### src/rtl/clkdiv_pkg.sv
package clkdiv_pkg;

    localparam int ADDR_W   = 8;
    localparam int DATA_W   = 16;
    localparam int RATIO_W  = 5;
    localparam int EN_BIT   = 15;
    localparam int IDX_W    = 8;

    localparam int CMD_OFS   = 'h00;
    localparam int STAT_OFS  = 'h04;
    localparam int LO_BASE   = 'h10;
    localparam int LO_COUNT  = 3;
    localparam int HI_BASE   = 'h40;

    localparam int CMD_GO_BIT    = 0;
    localparam int STAT_BUSY_BIT = 0;
    localparam int STAT_ERR_BIT  = 1;

    typedef struct packed {
        logic               enable;
        logic [RATIO_W-1:0] ratio;
    } div_cfg_t;

    typedef struct packed {
        logic             hit;
        logic [IDX_W-1:0] idx;
    } div_sel_t;

    // Maps a byte offset onto a divider slot; the low group and the high
    // group are separate word-spaced windows.
    function automatic div_sel_t decode_div(input logic [ADDR_W-1:0] addr,
                                            input int num);
        div_sel_t s;
        int a;
        s = '0;
        a = int'(addr);
        if ((a % 4) == 0) begin
            if (a >= LO_BASE && a < LO_BASE + 4*LO_COUNT &&
                ((a - LO_BASE) / 4) < num) begin
                s.hit = 1'b1;
                s.idx = IDX_W'((a - LO_BASE) / 4);
            end else if (num > LO_COUNT && a >= HI_BASE &&
                         a < HI_BASE + 4*(num - LO_COUNT)) begin
                s.hit = 1'b1;
                s.idx = IDX_W'((a - HI_BASE) / 4 + LO_COUNT);
            end
        end
        return s;
    endfunction

endpackage

### src/rtl/clkdiv_regs.sv
module clkdiv_regs
    import clkdiv_pkg::*;
#(
    parameter int NUM_DIV = 6
) (
    input  logic                       clk,
    input  logic                       rst,
    input  logic                       wr_en,
    input  logic [ADDR_W-1:0]          addr,
    input  logic [DATA_W-1:0]          wdata,
    output logic [DATA_W-1:0]          rdata,
    input  logic                       busy,
    output div_cfg_t [NUM_DIV-1:0]     cfg_o,
    output logic                       go_o
);

    div_cfg_t [NUM_DIV-1:0] cfg_q;
    logic                   err_q;
    div_sel_t               sel;
    logic                   is_cmd;
    logic                   is_stat;
    logic                   blocked;
    logic                   err_clr;

    assign sel     = decode_div(addr, NUM_DIV);
    assign is_cmd  = (int'(addr) == CMD_OFS);
    assign is_stat = (int'(addr) == STAT_OFS);
    assign go_o    = wr_en && is_cmd && wdata[CMD_GO_BIT] && !busy;
    assign blocked = wr_en && sel.hit && busy;
    assign err_clr = wr_en && is_stat && wdata[STAT_ERR_BIT];
    assign cfg_o   = cfg_q;

    always_ff @(posedge clk) begin
        if (rst) begin
            cfg_q <= '0;
            err_q <= 1'b0;
        end else begin
            for (int i = 0; i < NUM_DIV; i++) begin
                if (wr_en && sel.hit && !busy && sel.idx == IDX_W'(i)) begin
                    cfg_q[i].enable <= wdata[EN_BIT];
                    cfg_q[i].ratio  <= wdata[RATIO_W-1:0];
                end
            end
            if (blocked)
                err_q <= 1'b1;
            else if (err_clr)
                err_q <= 1'b0;
        end
    end

    always_comb begin
        rdata = '0;
        if (sel.hit) begin
            for (int i = 0; i < NUM_DIV; i++) begin
                if (sel.idx == IDX_W'(i)) begin
                    rdata[EN_BIT]        = cfg_q[i].enable;
                    rdata[RATIO_W-1:0]   = cfg_q[i].ratio;
                end
            end
        end else if (is_stat) begin
            rdata[STAT_BUSY_BIT] = busy;
            rdata[STAT_ERR_BIT]  = err_q;
        end
    end

    // A refused write must leave a trace in the error flag.
    assert_block_err_R7: assert property (@(posedge clk) disable iff (rst)
        blocked |=> err_q);
    // The flag only drops on an explicit clear.
    assert_err_sticky_R7: assert property (@(posedge clk) disable iff (rst)
        (err_q && !err_clr) |=> err_q);
    // Configuration is frozen for the whole transition window.
    assert_cfg_frozen_R7: assert property (@(posedge clk) disable iff (rst)
        busy |=> $stable(cfg_q));

endmodule

### src/rtl/clkdiv_go_ctrl.sv
module clkdiv_go_ctrl
    import clkdiv_pkg::*;
#(
    parameter int NUM_DIV    = 6,
    parameter int SETTLE_CYC = 4
) (
    input  logic                   clk,
    input  logic                   rst,
    input  logic                   go,
    input  div_cfg_t [NUM_DIV-1:0] cfg,
    output logic                   busy
);

    localparam int TMR_W = RATIO_W + $clog2(SETTLE_CYC + 2) + 1;

    logic [RATIO_W-1:0] slowest;
    logic [TMR_W-1:0]   load;
    logic [TMR_W-1:0]   timer;

    always_comb begin
        slowest = '0;
        for (int i = 0; i < NUM_DIV; i++) begin
            if (cfg[i].enable && cfg[i].ratio > slowest)
                slowest = cfg[i].ratio;
        end
    end

    assign load = {{(TMR_W-RATIO_W){1'b0}}, slowest} + TMR_W'(SETTLE_CYC + 1);

    always_ff @(posedge clk) begin
        if (rst) begin
            busy  <= 1'b0;
            timer <= '0;
        end else if (go) begin
            busy  <= 1'b1;
            timer <= load;
        end else if (busy) begin
            timer <= timer - TMR_W'(1);
            if (timer == TMR_W'(1))
                busy <= 1'b0;
        end
    end

    assert_go_sets_busy_R6: assert property (@(posedge clk) disable iff (rst)
        go |=> busy);
    assert_idle_timer_R6: assert property (@(posedge clk) disable iff (rst)
        !busy |-> (timer == '0));
    // Once running, the timer only counts down; nothing reloads it.
    assert_no_restart_R10: assert property (@(posedge clk) disable iff (rst)
        busy |=> (timer == $past(timer) - TMR_W'(1)));
    assert_go_only_idle_R10: assert property (@(posedge clk) disable iff (rst)
        go |-> !busy);

endmodule

### src/rtl/clkdiv_counter.sv
module clkdiv_counter
    import clkdiv_pkg::*;
(
    input  logic     clk,
    input  logic     rst,
    input  logic     go,
    input  div_cfg_t cfg,
    output logic     pulse
);

    logic [RATIO_W-1:0] active;
    logic [RATIO_W-1:0] cnt;

    always_ff @(posedge clk) begin
        if (rst) begin
            active <= '0;
            cnt    <= '0;
        end else if (go) begin
            active <= cfg.ratio;
            cnt    <= '0;
        end else if (cnt == '0) begin
            cnt <= active;
        end else begin
            cnt <= cnt - RATIO_W'(1);
        end
    end

    assign pulse = cfg.enable && (cnt == '0);

    assert_cnt_bound_R3: assert property (@(posedge clk) disable iff (rst)
        cnt <= active);
    assert_restart_R5: assert property (@(posedge clk) disable iff (rst)
        go |=> (cnt == '0));
    assert_ratio_held_R4: assert property (@(posedge clk) disable iff (rst)
        !go |=> $stable(active));

endmodule

### src/rtl/clkdiv_bank.sv
module clkdiv_bank
    import clkdiv_pkg::*;
#(
    parameter int NUM_DIV    = 6,
    parameter int SETTLE_CYC = 4
) (
    input  logic               clk,
    input  logic               rst,
    input  logic               reg_wr,
    input  logic [7:0]         reg_addr,
    input  logic [15:0]        reg_wdata,
    output logic [15:0]        reg_rdata,
    output logic [NUM_DIV-1:0] div_en_o
);

    div_cfg_t [NUM_DIV-1:0] cfg;
    logic                   go;
    logic                   busy;

    clkdiv_regs #(.NUM_DIV(NUM_DIV)) u_regs (
        .clk   (clk),
        .rst   (rst),
        .wr_en (reg_wr),
        .addr  (reg_addr),
        .wdata (reg_wdata),
        .rdata (reg_rdata),
        .busy  (busy),
        .cfg_o (cfg),
        .go_o  (go)
    );

    clkdiv_go_ctrl #(.NUM_DIV(NUM_DIV), .SETTLE_CYC(SETTLE_CYC)) u_go (
        .clk  (clk),
        .rst  (rst),
        .go   (go),
        .cfg  (cfg),
        .busy (busy)
    );

    for (genvar g = 0; g < NUM_DIV; g++) begin : g_div
        clkdiv_counter u_cnt (
            .clk   (clk),
            .rst   (rst),
            .go    (go),
            .cfg   (cfg[g]),
            .pulse (div_en_o[g])
        );
    end

    assert_gated_low_R8: assert property (@(posedge clk) disable iff (rst)
        !cfg[0].enable |-> !div_en_o[0]);

endmodule

### config.mk
export PLATFORM = sky130hd
export DESIGN_NAME = clkdiv_bank
export DESIGN_NICKNAME = d
export VERILOG_FILES = /design/src/rtl/clkdiv_pkg.sv /design/src/rtl/clkdiv_regs.sv /design/src/rtl/clkdiv_go_ctrl.sv /design/src/rtl/clkdiv_counter.sv /design/src/rtl/clkdiv_bank.sv
export SDC_FILE = /design/constraint.sdc
export NUM_CORES = 1
export LEC_CHECK = 0
export ABC_CLOCK_PERIOD_IN_PS = 12810
export BUFFER_PORTS_ARGS = -buffer_cell sky130_fd_sc_hd__buf_2
export CORE_MARGIN = 3
export CORE_UTILIZATION = 49
export DETAILED_ROUTE_END_ITERATION = 6
export PLACE_DENSITY = 0.67
export SLEW_MARGIN = 0
export SYNTH_ARGS = -nofsm -noshare
export SYNTH_HDL_FRONTEND = slang
export SYNTH_SLANG_ARGS = --single-unit
### constraint.sdc
create_clock -name clk -period 12.81 [get_ports clk]
set_input_delay 2.562 -clock clk [delete_from_list [all_inputs] [get_ports clk]]
set_output_delay 2.562 -clock clk [all_outputs]
set_load 0.02 [all_outputs]
# --- Word-level counts from Yosys, hierarchy flattened ---
# Cells that the tools add are included.
op_classes:
  n_bitwise: 2
  muxes: 38
  n_addsub: 13
  reduce_logical: 44
  order_cmp: 11
  eq_ne: 7
ops:
  columns: ["operator", "count"]
  rows:
  - ["$mux 5", 18]
  - ["$mux 9", 5]
  - ["$add 32x1->32", 1]
  - ["$logic_not 32->1", 1]
  - ["$lt 32x4->1 const B", 1]
  - ["$logic_not 5->1", 6]
  - ["$sub 5x1->5 const B", 6]
  - ["$logic_and 1x1->1", 29]
  - ["$gt 5x5->1", 5]
  - ["$eq 8x2->1 const B", 2]
  - ["$eq 8x3->1 const B", 2]
  - ["$logic_not 8->1", 2]
  - ["$mux 1", 12]
  - ["$eq 9x1->1 const B", 1]
  - ["$sub 8x5->9 const B", 1]
  - ["$sub 8x7->9 const B", 1]
  - ["$sub 9x1->9 const B", 1]
  - ["$add 8x1->8", 1]
  - ["$add 8x3->8 const B", 1]
  - ["$eq 8x1->1 const B", 1]
  - ["$eq 8x4->1 const B", 1]
  - ["$ge 8x5->1 const B", 1]
  - ["$ge 8x7->1 const B", 1]
  - ["$lt 8x5->1 const B", 1]
  - ["other kinds (9)", 14]
totals:
  register_bits: 107
  word_cells: 142
  output_inout_bits: 22
  in_bits: 27

# --- Logic depth before layout (Yosys ltp) ---
depth:
  depth_word: 20
  ltp_mapped: 42
  ltp_nobuf: 42

# --- Cells and area by module ---
# A second synthesis with hierarchy kept.
unflattened:
  cells_unflattened: 890
  area_unflattened_um2: 7493.4
modules_own_cells:
  columns: ["mod", "seq_area_each_um2", "instances", "cells_per_inst", "area_each_um2"]
  rows:
  - ["clkdiv_regs", 740.7, 1, 376, 3190.6]
  - ["clkdiv_counter", 200.2, 6, 45, 412.9]
  - ["clkdiv_go_ctrl", 200.2, 1, 244, 1825.5]

# --- Worst setup path before layout ---
# Ideal clock, no wire load.
synth_timing:
  kind: "input to output"
  from: "input reg_addr[4]"
  to: "output reg_rdata[1]"
  n_path_buf: 1
  cell_stages: 27
  t_required_ps: 10248
  arrival_ps: 7143
  path_slack_ps: 3105
  path_cell_list: "inv_1 ha_1 clkbuf_1 inv_1 a21oi_1 ha_1 nand3_1 nor2_1 nand2_1 nor2_1 nand2_1 ha_1 nor2_1 nand3_1 nor3_1 nand4b_1 a21oi_1 a31oi_1 nor2_1 mux2i_1 xnor2_1 nand2_1 nor4b_1 a221oi_1 a21oi_1 a221oi_1 o21ai_0"
synth_between:
  elab_chain_len: 15
  elab_cells_between_ends: 33
  cone_classes: "5 x add/sub; 5 x order compare; 6 x eq/ne; 11 x mux; 2 x bitwise; 4 x reduce/logical"
synth_rtl:
  columns: ["element", "line", "text"]
  rows:
  - ["start: declaration", "clkdiv_bank.sv:10", "input logic [7:0] reg_addr,"]
  - ["$sub 8x5->9 or $sub 8x7->9 (tied branches)", "clkdiv_pkg.sv:39, clkdiv_pkg.sv:41, clkdiv_pkg.sv:45", null]
  - ["$and 1x1->1 (no source line)", null, null]
  - ["$add 32x1->32 (no source line) or $add 8x1->8 (tied branches)", null, null]
  - ["$lt 32x4->1 or $add 8x3->8 (tied branches)", "clkdiv_pkg.sv:39, clkdiv_pkg.sv:45", null]
  - ["$logic_and 1x1->1 or $mux 9 (tied branches)", "clkdiv_pkg.sv:38, clkdiv_pkg.sv:42", null]
  - ["$mux 9", "clkdiv_pkg.sv:38", "if (a >= LO_BASE && a < LO_BASE + 4*LO_COUNT &&"]
  - ["$mux 9", "clkdiv_pkg.sv:37", "if ((a % 4) == 0) begin"]
  - ["$logic_not 8->1", "clkdiv_regs.sv:55", "if (sel.idx == IDX_W'(i)) begin"]
  - ["$mux 5 (6 in series)", "clkdiv_regs.sv:55", null]
  - ["$mux 2 (*)", "clkdiv_regs.sv:53", "if (sel.hit) begin"]
  - ["end: declaration", "clkdiv_bank.sv:12", "output logic [15:0] reg_rdata,"]
# Mark *: on every way between the ends. The rest lies on a longest branch, timed or not.

# --- Worst setup path in the final report ---
layout_timing:
  from: "input reg_addr[4]"
  to: "output reg_rdata[0]"
# Same word-level chain as after synthesis.

==> flow_summary.yaml <==
drt:
  vias: 5931
  routed_wl_um: 16480
  viasPerCell: 5.742
  wl_per_cell_um: 15.95
  firstDrtPassIters: 5
  drc: 0
  ant_nets: 0
  drt_iter0_markers: 506
place:
  hpwl_um: 12420
  routabilityCongestion: 0.9079
  post_dp_cell_area_um2: 6953
  dpl.cell_count: 1018
  port_buffers: 28
yosys:
  synth_top_area_cell: "dfxtp_1"
  synth_ff_type: "dfxtp_1"
  synth_area_leaders: "dfxtp_1, ha_1, mux2i_1"
  ys_warn_count: 0
  ys_seq_elements: 107
  synth.cell_area_um2: 6794
  postSynth.asyncResetShare_pct: 0
  ys_seq_area_share_pct: 31.53
  syn-instance-count: 858
  syn_avg_cell_area_um2: 7.918
  synth_edf_count: 0
  synth.distinct_cells: 79
  synth_top_area_share_pct: 31.53
min_path:
  min_path_type: "register to register"
floorplan:
  rows: 42
  die-area_um2: 15310
  die_x_um: 123.8
  start_util_pct: 50.70
  die_h_um: 123.8
  coreArea_um2: 13400
  pin_count: 49
global_route:
  antenna_found_initial: 0
  grt_overflow: 0
  grt_pass1_wl_um: 26930
  grt_pass1_vias: 5520
  grt_max_degree: 80
  grt_usage_pct: 21.95
finish:
  n_antenna_cell: 0
  syn_to_final_growth_pct: 6.538
  mostFrequentLayoutCells: "nand2_1, dfxtp_1, nor2_1"
  drive_gt1_share_pct: 9.685
  layout_commonest_cell: "nand2_1"
  final_cell_area_um2: 7238
  nets: 923
  fin_cells: 1033
  fillers: 1274
sta:
  clock_skew_ns: 0.005964
  finalHoldViolations: 0
  fin_crit_sh_pct: 84.66
  rsz0062_at_grt: "false"
  timing.final.setup_violations: 0
  worstMarginPinSlew_ns: 1.164
  finalMaxSlewViolations: 0
  relSlewSlack_pct: 22.40
  tns_ns: 0
  max_freq_ghz: 0.09221
  min_period_ns: 10.84
worst_setup_path:
  worstSetupEndpointType: "output port"
  crit_fanout: 7
  required_ns: 10.25
  path_class: "input port to output port"
  arrival_ns: 8.28
  cp-start-kind: "input port"
  regToRegSetupSlack_ns: 3.45
power:
  power.leakage_nw: 2.867
  ir_worst_vdd_mv: 0.05548
  power.density_nw_per_um2: 120.0
clock_network:
  clk_pin_slew_ns: 0.07
  worst_skew_pair.late_latency_ns: 0.34
  cts-resized-gates: 0
  cts_buffers: 9
  clk_path_buf_depth: 2
  cts.hold.buffers_added: 0
  htree_levels: 3
  clock_sinks: 107
  post_cts_buffers: 0
  root_buffer: "clkbuf_16"
  cts_tree: "built"
run_status:
  status: "finished, final reports clean"
flow_run:
  cap_viol_max_count: 0
[area by class of cell]
| cell class | instances | area, µm² | share of cell area [%] |
|---|---|---|---|
| well taps | 176 | 220.2 | 3.042 |
| multi-input cells | 654 | 4229 | 58.43 |
| flip-flops and latches | 107 | 2142 | 29.59 |
| repair buffers | 34 | 185.2 | 2.558 |
| inverters | 47 | 176.4 | 2.437 |
| clock buffers | 11 | 232.7 | 3.215 |
| clock inverters | 4 | 52.55 | 0.7260 |
[final timing paths]
check,startpoint,to,cells after the start
worst min register to register,g_div[4].u_cnt.active[4],g_div[4].u_cnt.active[4],2
worst max-delay path,reg_addr[4],reg_rdata[0],28
worst max register to register,u_regs.cfg_o[5],u_go.timer[4],38
worst min-delay path,g_div[4].u_cnt.active[4],g_div[4].u_cnt.active[4],2
[state kept, by name, summed over array words and instances (netlist names)]
| signal | count |
|---|---|
| u_regs.cfg_o | 36 |
| g_div.u_cnt.cnt | 30 |
| u_go.busy | 1 |
| u_go.timer | 9 |
| u_regs.err_q | 1 |
| g_div.u_cnt.active | 30 |
[cells by family (layout without fill, tap and decap cells)]
group / after synthesis / count (layout) / share of synthesized area (%)
and+or+nand+nor: 330 / 330 / 21.88
AOI/OAI and AO/OA: 188 / 188 / 19.54
DFF: 107 / 107 / 31.53
buffers and inverters: 106 / 96 / 6.759
muxes: 58 / 58 / 9.079
adders and majority gates: 44 / 44 / 8.066
xor gates and xnor gates: 24 / 24 / 3.094
other: 1 / 10 / 0.05520
[synthesized netlist by cell type (all sizes together), types with 10 or more instances]
master / n
nor2: 108
a31oi: 12
or2: 10
clkbuf: 42
nor3: 16
xnor2: 16
inv: 47
ha: 43
dfxtp: 107
nand3: 27
a21oi: 62
buf: 17
mux2i: 52
nand2: 120
o21ai: 32
a211oi: 25
[worst max-delay path, stage by stage]
cell and delay [ns]:
buf_2 0.15, inv_1 0.13, ha_1 0.33, inv_1 0.10, a21oi_1 0.17, ha_1 0.19, nand3_1 0.12, nor2_1 0.16
nand2_1 0.09, nor2_1 0.29, nand2_1 0.14, ha_1 0.25, nor2_1 0.08, nand3_1 0.08, nor3_1 0.18, nand4b_1 0.13
a21oi_1 0.14, a31oi_1 0.10, nor2_1 0.40, mux2i_1 0.28, xnor2_1 0.16, nand2_1 0.14, nor4b_1 0.89, a221oi_1 0.23
a21oi_1 0.19, a221oi_1 0.07, o21ai_0 0.31, buf_2 0.24
[metal layers]
| layer | vias to the layer above | routed length, µm | share of wire (%) | global-route usage, % |
|---|---|---|---|---|
| met5 | - | 0 | 0 | 0 |
| met4 | 0 | 426 | 2.6 | 7.889 |
| met3 | 31 | 675 | 4.1 | 3.361 |
| met2 | 125 | 7631 | 46 | 36.13 |
| met1 | 2815 | 7741 | 47 | 29.18 |
| li1 | 2960 | - | - | - |
[power breakdown]
group	leakage, nW	switching [mW]	total, mW	internal (mW)
Clock	0.128	0.119	0.270	0.151
Combinational	1.87	0.124	0.212	0.0883
Sequential	0.868	0.0223	0.387	0.365
Total	2.87	0.265	0.869	0.604
[per-stage QoR]
stage	setup WS [ns]	hold WS [ns]	total power, mW	util [%]
after detailed placement	2.123	0.4477	0.6059	51.89
after global routing	1.373	0.4818	0.9215	54.01
after floorplan	3.105	0.4314	0.5699	-
after global placement	2.141	0.4444	0.5940	51.89
after CTS	2.079	0.4574	0.8737	54.01
final	1.965	0.4566	0.8688	54.01
Power figures use the tool's default switching activity.
